==> config.mk <==
export PLATFORM = sky130hd
export DESIGN_NAME = hdlc_rx_blkfifo
export DESIGN_NICKNAME = d
export VERILOG_FILES = /design/src/rtl/hrf_pkg.sv /design/src/rtl/hrf_store.sv /design/src/rtl/hrf_evq.sv /design/src/rtl/hdlc_rx_blkfifo.sv
export SDC_FILE = /design/constraint.sdc
export NUM_CORES = 1
export LEC_CHECK = 0
export ABC_AREA = 1
export BUFFER_PORTS_ARGS = -buffer_cell sky130_fd_sc_hd__buf_2
export CORE_MARGIN = 2
export CORE_UTILIZATION = 60
export CTS_BUF_LIST = sky130_fd_sc_hd__clkbuf_4 sky130_fd_sc_hd__clkbuf_8
export CTS_CLUSTER_SIZE = 20
export DETAILED_ROUTE_END_ITERATION = 7
export PLACE_DENSITY = 0.76
export REMOVE_ABC_BUFFERS = 1
export SETUP_SLACK_MARGIN = 0.02
export SLEW_MARGIN = 10
export SYNTH_ARGS = -nofsm -noshare
export SYNTH_HDL_FRONTEND = slang
export SYNTH_SLANG_ARGS = --single-unit
==> constraint.sdc <==
create_clock -name clk -period 8.9 [get_ports clk]
set_clock_uncertainty 0.15 [all_clocks]
set_input_delay 1.78 -clock clk [delete_from_list [all_inputs] [get_ports clk]]
set_output_delay 1.78 -clock clk [all_outputs]
set_load 0.03 [all_outputs]
==> src/rtl/hrf_pkg.sv <==
package hrf_pkg;
    localparam int LEN_W = 7;

    typedef enum logic [1:0] {
        EV_NONE   = 2'b00,
        EV_BLOCK  = 2'b01,
        EV_MSGEND = 2'b10,
        EV_OVFL   = 2'b11
    } ev_kind_e;

    typedef struct packed {
        ev_kind_e          kind;
        logic [LEN_W-1:0]  len;
    } ev_t;

    // Block size from the 2-bit setting: 32 >> setting
    function automatic logic [LEN_W-1:0] blk_bytes(input logic [1:0] sel);
        return 7'd32 >> sel;
    endfunction
endpackage

==> src/rtl/hrf_store.sv <==
module hrf_store #(
    parameter int DEPTH = 64,
    parameter int DW    = 8,
    parameter int AW    = $clog2(DEPTH)
) (
    input  logic          clk,
    input  logic          we,
    input  logic [AW-1:0] waddr,
    input  logic [DW-1:0] wdata,
    input  logic [AW-1:0] raddr,
    output logic [DW-1:0] rdata
);
    logic [DW-1:0] mem_q [DEPTH];

    always_ff @(posedge clk) begin
        if (we) mem_q[waddr] <= wdata;
    end

    assign rdata = mem_q[raddr];
endmodule

==> src/rtl/hrf_evq.sv <==
module hrf_evq
    import hrf_pkg::*;
#(
    parameter int DEPTH = 64
) (
    input  logic clk,
    input  logic rst_n,
    input  logic clr,
    input  logic push,
    input  ev_t  push_ev,
    input  logic pop,
    output logic head_valid,
    output ev_t  head_ev
);
    localparam int AW = $clog2(DEPTH);

    typedef struct packed {
        logic [AW-1:0] wr;
        logic [AW-1:0] rd;
        logic [AW:0]   cnt;
    } st_t;

    st_t  q, d;
    logic do_push, do_pop;
    ev_t  slot_q [DEPTH];

    always_comb begin
        d       = q;
        do_pop  = pop && (q.cnt != '0);
        do_push = push && (q.cnt != (AW+1)'(DEPTH));
        if (clr) begin
            d       = '0;
            do_push = 1'b0;
            do_pop  = 1'b0;
        end else begin
            if (do_push) d.wr = q.wr + 1'b1;
            if (do_pop)  d.rd = q.rd + 1'b1;
            d.cnt = q.cnt + (AW+1)'(do_push) - (AW+1)'(do_pop);
        end
    end

    always_ff @(posedge clk or negedge rst_n) begin
        if (!rst_n) q <= '0;
        else        q <= d;
    end

    always_ff @(posedge clk) begin
        if (do_push) slot_q[q.wr] <= push_ev;
    end

    assign head_valid = (q.cnt != '0);
    assign head_ev    = slot_q[q.rd];

    AST_EVQ_BOUND: assert property (@(posedge clk) disable iff (!rst_n)
        q.cnt <= (AW+1)'(DEPTH));
    AST_EVQ_STEP: assert property (@(posedge clk) disable iff (!rst_n)
        (!clr && pop && head_valid && !push) |=> (q.cnt == $past(q.cnt) - 1'b1));
endmodule

==> src/rtl/hdlc_rx_blkfifo.sv <==
module hdlc_rx_blkfifo
    import hrf_pkg::*;
#(
    parameter int DEPTH   = 64,
    parameter int EVQ_DEP = 64
) (
    input  logic             clk,
    input  logic             rst_n,
    input  logic             wr_valid,
    input  logic             wr_sof,
    input  logic             wr_end,
    input  logic [7:0]       wr_data,
    input  logic [1:0]       cfg_bsize,
    input  logic             cmd_release,
    input  logic             cmd_reset,
    input  logic             rd_en,
    output logic [7:0]       rd_data,
    output logic             irq_valid,
    output logic [1:0]       irq_kind,
    output logic [LEN_W-1:0] irq_len
);
    localparam int AW    = $clog2(DEPTH);
    localparam int OCC_W = AW + 1;

    typedef struct packed {
        logic [AW-1:0]    wp;
        logic [AW-1:0]    rp;
        logic [AW-1:0]    bp;
        logic [OCC_W-1:0] occ;
        logic [LEN_W-1:0] seg;
        logic [LEN_W-1:0] thr;
        logic             discard;
    } st_t;

    st_t              q, d;
    logic             mem_we, ev_push, ev_pop, head_valid, inc;
    logic [LEN_W-1:0] dec;
    logic [AW-1:0]    roff;
    ev_t              ev_new, head_ev;

    assign roff = q.rp - q.bp;

    always_comb begin
        d       = q;
        mem_we  = 1'b0;
        ev_push = 1'b0;
        ev_pop  = 1'b0;
        ev_new  = '{kind: EV_NONE, len: '0};
        inc     = 1'b0;
        dec     = '0;
        if (cmd_reset) begin
            d = '{wp: '0, rp: '0, bp: '0, occ: '0, seg: '0,
                  thr: blk_bytes(cfg_bsize), discard: 1'b0};
        end else begin
            // write side: segment the stream into blocks
            if (wr_valid && (!q.discard || wr_sof)) begin
                d.discard = 1'b0;
                if (q.occ == OCC_W'(DEPTH)) begin
                    ev_push   = 1'b1;
                    ev_new    = '{kind: EV_OVFL, len: q.seg};
                    d.seg     = '0;
                    d.discard = 1'b1;
                end else begin
                    mem_we = 1'b1;
                    inc    = 1'b1;
                    d.wp   = q.wp + 1'b1;
                    if (wr_end) begin
                        ev_push = 1'b1;
                        ev_new  = '{kind: EV_MSGEND, len: q.seg + 1'b1};
                        d.seg   = '0;
                    end else if ((q.seg + 1'b1) >= q.thr) begin
                        ev_push = 1'b1;
                        ev_new  = '{kind: EV_BLOCK, len: q.seg + 1'b1};
                        d.seg   = '0;
                    end else begin
                        d.seg = q.seg + 1'b1;
                    end
                end
            end
            // host side: release or read
            if (cmd_release && head_valid) begin
                ev_pop = 1'b1;
                dec    = head_ev.len;
                d.bp   = q.bp + AW'(head_ev.len);
                d.rp   = q.bp + AW'(head_ev.len);
                d.thr  = blk_bytes(cfg_bsize);
            end else if (rd_en && head_valid && (LEN_W'(roff) < head_ev.len)) begin
                d.rp = q.rp + 1'b1;
            end
            d.occ = q.occ + OCC_W'(inc) - OCC_W'(dec);
        end
    end

    always_ff @(posedge clk or negedge rst_n) begin
        if (!rst_n)
            q <= '{wp: '0, rp: '0, bp: '0, occ: '0, seg: '0,
                   thr: blk_bytes(2'b00), discard: 1'b0};
        else
            q <= d;
    end

    hrf_store #(.DEPTH(DEPTH), .DW(8), .AW(AW)) u_store (
        .clk   (clk),
        .we    (mem_we),
        .waddr (q.wp),
        .wdata (wr_data),
        .raddr (q.rp),
        .rdata (rd_data)
    );

    hrf_evq #(.DEPTH(EVQ_DEP)) u_evq (
        .clk        (clk),
        .rst_n      (rst_n),
        .clr        (cmd_reset),
        .push       (ev_push),
        .push_ev    (ev_new),
        .pop        (ev_pop),
        .head_valid (head_valid),
        .head_ev    (head_ev)
    );

    assign irq_valid = head_valid;
    assign irq_kind  = head_ev.kind;
    assign irq_len   = head_ev.len;

    AST_OCC_BOUND: assert property (@(posedge clk) disable iff (!rst_n)
        q.occ <= OCC_W'(DEPTH));
    AST_THR_HELD: assert property (@(posedge clk) disable iff (!rst_n)
        (!cmd_release && !cmd_reset) |=> $stable(q.thr));
    AST_RD_IN_BLOCK: assert property (@(posedge clk) disable iff (!rst_n)
        irq_valid |-> (LEN_W'(roff) <= irq_len));
    AST_FULL_HOLDS: assert property (@(posedge clk) disable iff (!rst_n)
        (q.occ == OCC_W'(DEPTH) && !cmd_release && !cmd_reset) |=> (q.occ == OCC_W'(DEPTH)));
    AST_RESET_CLEARS: assert property (@(posedge clk) disable iff (!rst_n)
        cmd_reset |=> (q.occ == '0 && !irq_valid));
endmodule

==> flow_summary.yaml <==
clock_network:
  clkSinkCount: 1144
  htree_levels: 4
  cts.clk_slew.worst_paths_ns: 0.06
  cts_buffers: 171
  cts_tree: "done"
  root_buffer: "clkbuf_8"
  cts.repair.resized: 0
  clkLatencyLatePin_ns: 0.84
  postCtsHoldBufs: 0
  post_cts_buffers: 0
  clockBufferDepth: 3
timing:
  fin_crit_ns: 6.74
  slew_headroom_pct: 23.7
  setup_viol_count_final: 0
  timing.fmax_mhz: 148
  report.final.slew_viol_count: 0
  period_share_pct: 75.8
  hold_viol_final: 0
  rsz0062_at_grt: "no"
  worst_pin_slew_ns: 1.14
  whs_ns: 0.364
  fin_ws_ns: 2.16
logic_synthesis:
  ys_seq_elements: 1144
  netlist_instances: 3859
  syn_avg_cell_area_um2: 12.2
  syn_area_mm2: 0.0472
  yosys_warnings: 0
  ys_async_sr_fraction_pct: 4.90
  ys_types: 45
  ys_seq_area_share_pct: 72.2
  ys.flop_type: "edfxtp_1"
  synth_edf_count: 1088
grt:
  antenna_found_initial: 1
  grt_start_max_net_pins: 156
  gr-total-overflow: 0
  grt_first_pass_wirelength_um: 176000
  grt_pass1_vias: 30159
  grtUsageTotal_pct: 28.4
place:
  dp.cells: 4736
  dp_hpwl_um: 65000
  gp_congestion: 0.864
  io_buffer_count: 35
  dp_worst_setup_slack_ns: 3.16
  place_area_mm2: 0.0480
finish:
  drive_above_1_share_pct: 9.53
  regArea_mm2: 0.0341
  num-fill-cells: 5511
  utilization_pct: 65.9
  layout.cells.non_filler: 5041
  multi_input_area_mm2: 0.0116
  fin_nets: 3936
  final_common_cell: "edfxtp_1"
  mostFrequentLayoutCells: "edfxtp_1 (1088), nor2_1 (777), o21ai_0 (604), nand2_1 (296), o22ai_1 (273)"
  syn_to_final_growth_pct: 8.56
  final_cell_area_mm2: 0.0512
drt:
  routedWlPerCell_um: 22.9
  ant_nets: 0
  viasPerCell: 6.28
  first_pass_iters: 7
  dr.first_iter.drc_count: 4166
  vias: 31650
  route.detailed.drc: 0
  routed_wl_um: 116000
worst_setup_path:
  crit_type: "reg2out"
  required_ns: 6.97
  arrival_ns: 4.81
  start_kind: "flop"
  cp-end-kind: "output port"
  path_max_fanout: 155
power_and_ir_drop:
  ir_drop_uv: 217
  power.density_mw_per_mm2: 272
  p_leak_uw: 0.0175
job:
  maxCapViolCount: 0
die:
  die_area_mm2: 0.0809
  coreArea_mm2: 0.0777
  die_h_um: 284
  rows: 102
  dieWidth_um: 284
  start_util_pct: 60.7
  boundaryPins: 36
min_path:
  hold_class: "reg2reg"
status:
  outcome: "complete, no violations"
==> worst max-delay path, cell delays in order, from the launching register on <==
cell,delay (ns)
dfrtp_4,0.72
inv_8,0.69
buf_4,0.64
o21ai_0,0.16
o22ai_1,0.20
o21ai_0,0.11
o221ai_1,0.55
nand3_1,0.26
nand2_1,0.27
buf_2,0.24
==> cell families (layout without fill, tap and decap cells) <==
kind of cell	after synthesis	count (layout)	synth area share [%]
DFF	1144	1144	72.2
xor gates and xnor gates	20	20	0.371
AOI/OAI and AO/OA	988	988	11.6
adders and majority gates	49	49	1.36
and+or+nand+nor	1294	1294	11.0
other	0	1	0
buffers and inverters	364	505	3.46
==> path summary, 6_finish.rpt <==
| check | slack, ns | to | cells past startpoint | startpoint |
|---|---|---|---|---|
| hold reg to reg | 0.36 | q[6] | 2 | q[6] |
| setup / recovery | 2.16 | irq_len[3] | 9 | u_evq.q[7] |
| max in group asynchronous | 6.95 | u_evq.q[8] | 2 | rst_n |
| hold / removal | 0.36 | q[6] | 2 | q[6] |
| min in group asynchronous | 1.00 | q[34] | 2 | rst_n |
| setup reg to reg | 3.02 | q[21] | 22 | u_evq.q[7] |
==> area by class of cell <==
class / count / share of cell area [%]
Sequential cell: 1144 / 66.5
Multi-Input combinational cell: 2351 / 22.6
Clock buffer: 231 / 5.49
Tap cell: 1040 / 2.54
Timing Repair Buffer: 81 / 1.03
Clock inverter: 73 / 0.911
Inverter: 120 / 0.911
Antenna cell: 1 / 0.00488
==> per-layer routing <==
layer,track usage (%),wire length [um]
met2,42.6,52400
met4,8.79,3030
met1,41.4,45800
met5,0,0
met3,7.09,14500
==> Yosys cell counts, drive strengths merged, types with 10 or more instances <==
cell | number | share of area, %
o21ai | 620 | 6.6
buf | 99 | 1.3
inv | 118 | 0.94
nor3 | 19 | 0.20
nand4 | 10 | 0.17
clkbuf | 145 | 1.2
ha | 45 | 1.2
o221ai | 18 | 0.33
xor2 | 15 | 0.28
nand3 | 178 | 1.9
o32ai | 10 | 0.19
a21oi | 42 | 0.45
nor2 | 780 | 6.2
nand2 | 305 | 2.5
o22ai | 273 | 3.6
edfxtp | 1088 | 69
dfrtp | 55 | 2.9
==> registers in the layout (all words and copies together) (netlist names) <==
signal	count
u_store.mem_q	512
q	37
u_evq.slot_q	576
u_evq.q	19
==> power breakdown <==
group | switching [uW] | total, uW | leakage [uW] | internal [uW]
clock | 1990 | 4140 | 0.00174 | 2150
sequential | 174 | 6150 | 0.0109 | 5980
combinational | 2580 | 3640 | 0.00493 | 1060
total | 4740 | 13900 | 0.0175 | 9190
==> stage by stage <==
stage | power (uW) | setup TNS (ns)
2_1_floorplan | 8650 | -53.58
3_3_place_gp | 9720 | 0
3_5_place_dp | 9810 | 0
4_1_cts | 13900 | 0
5_1_grt | 14600 | 0
6_report | 13900 | 0
Power figures use the tool's default switching activity.
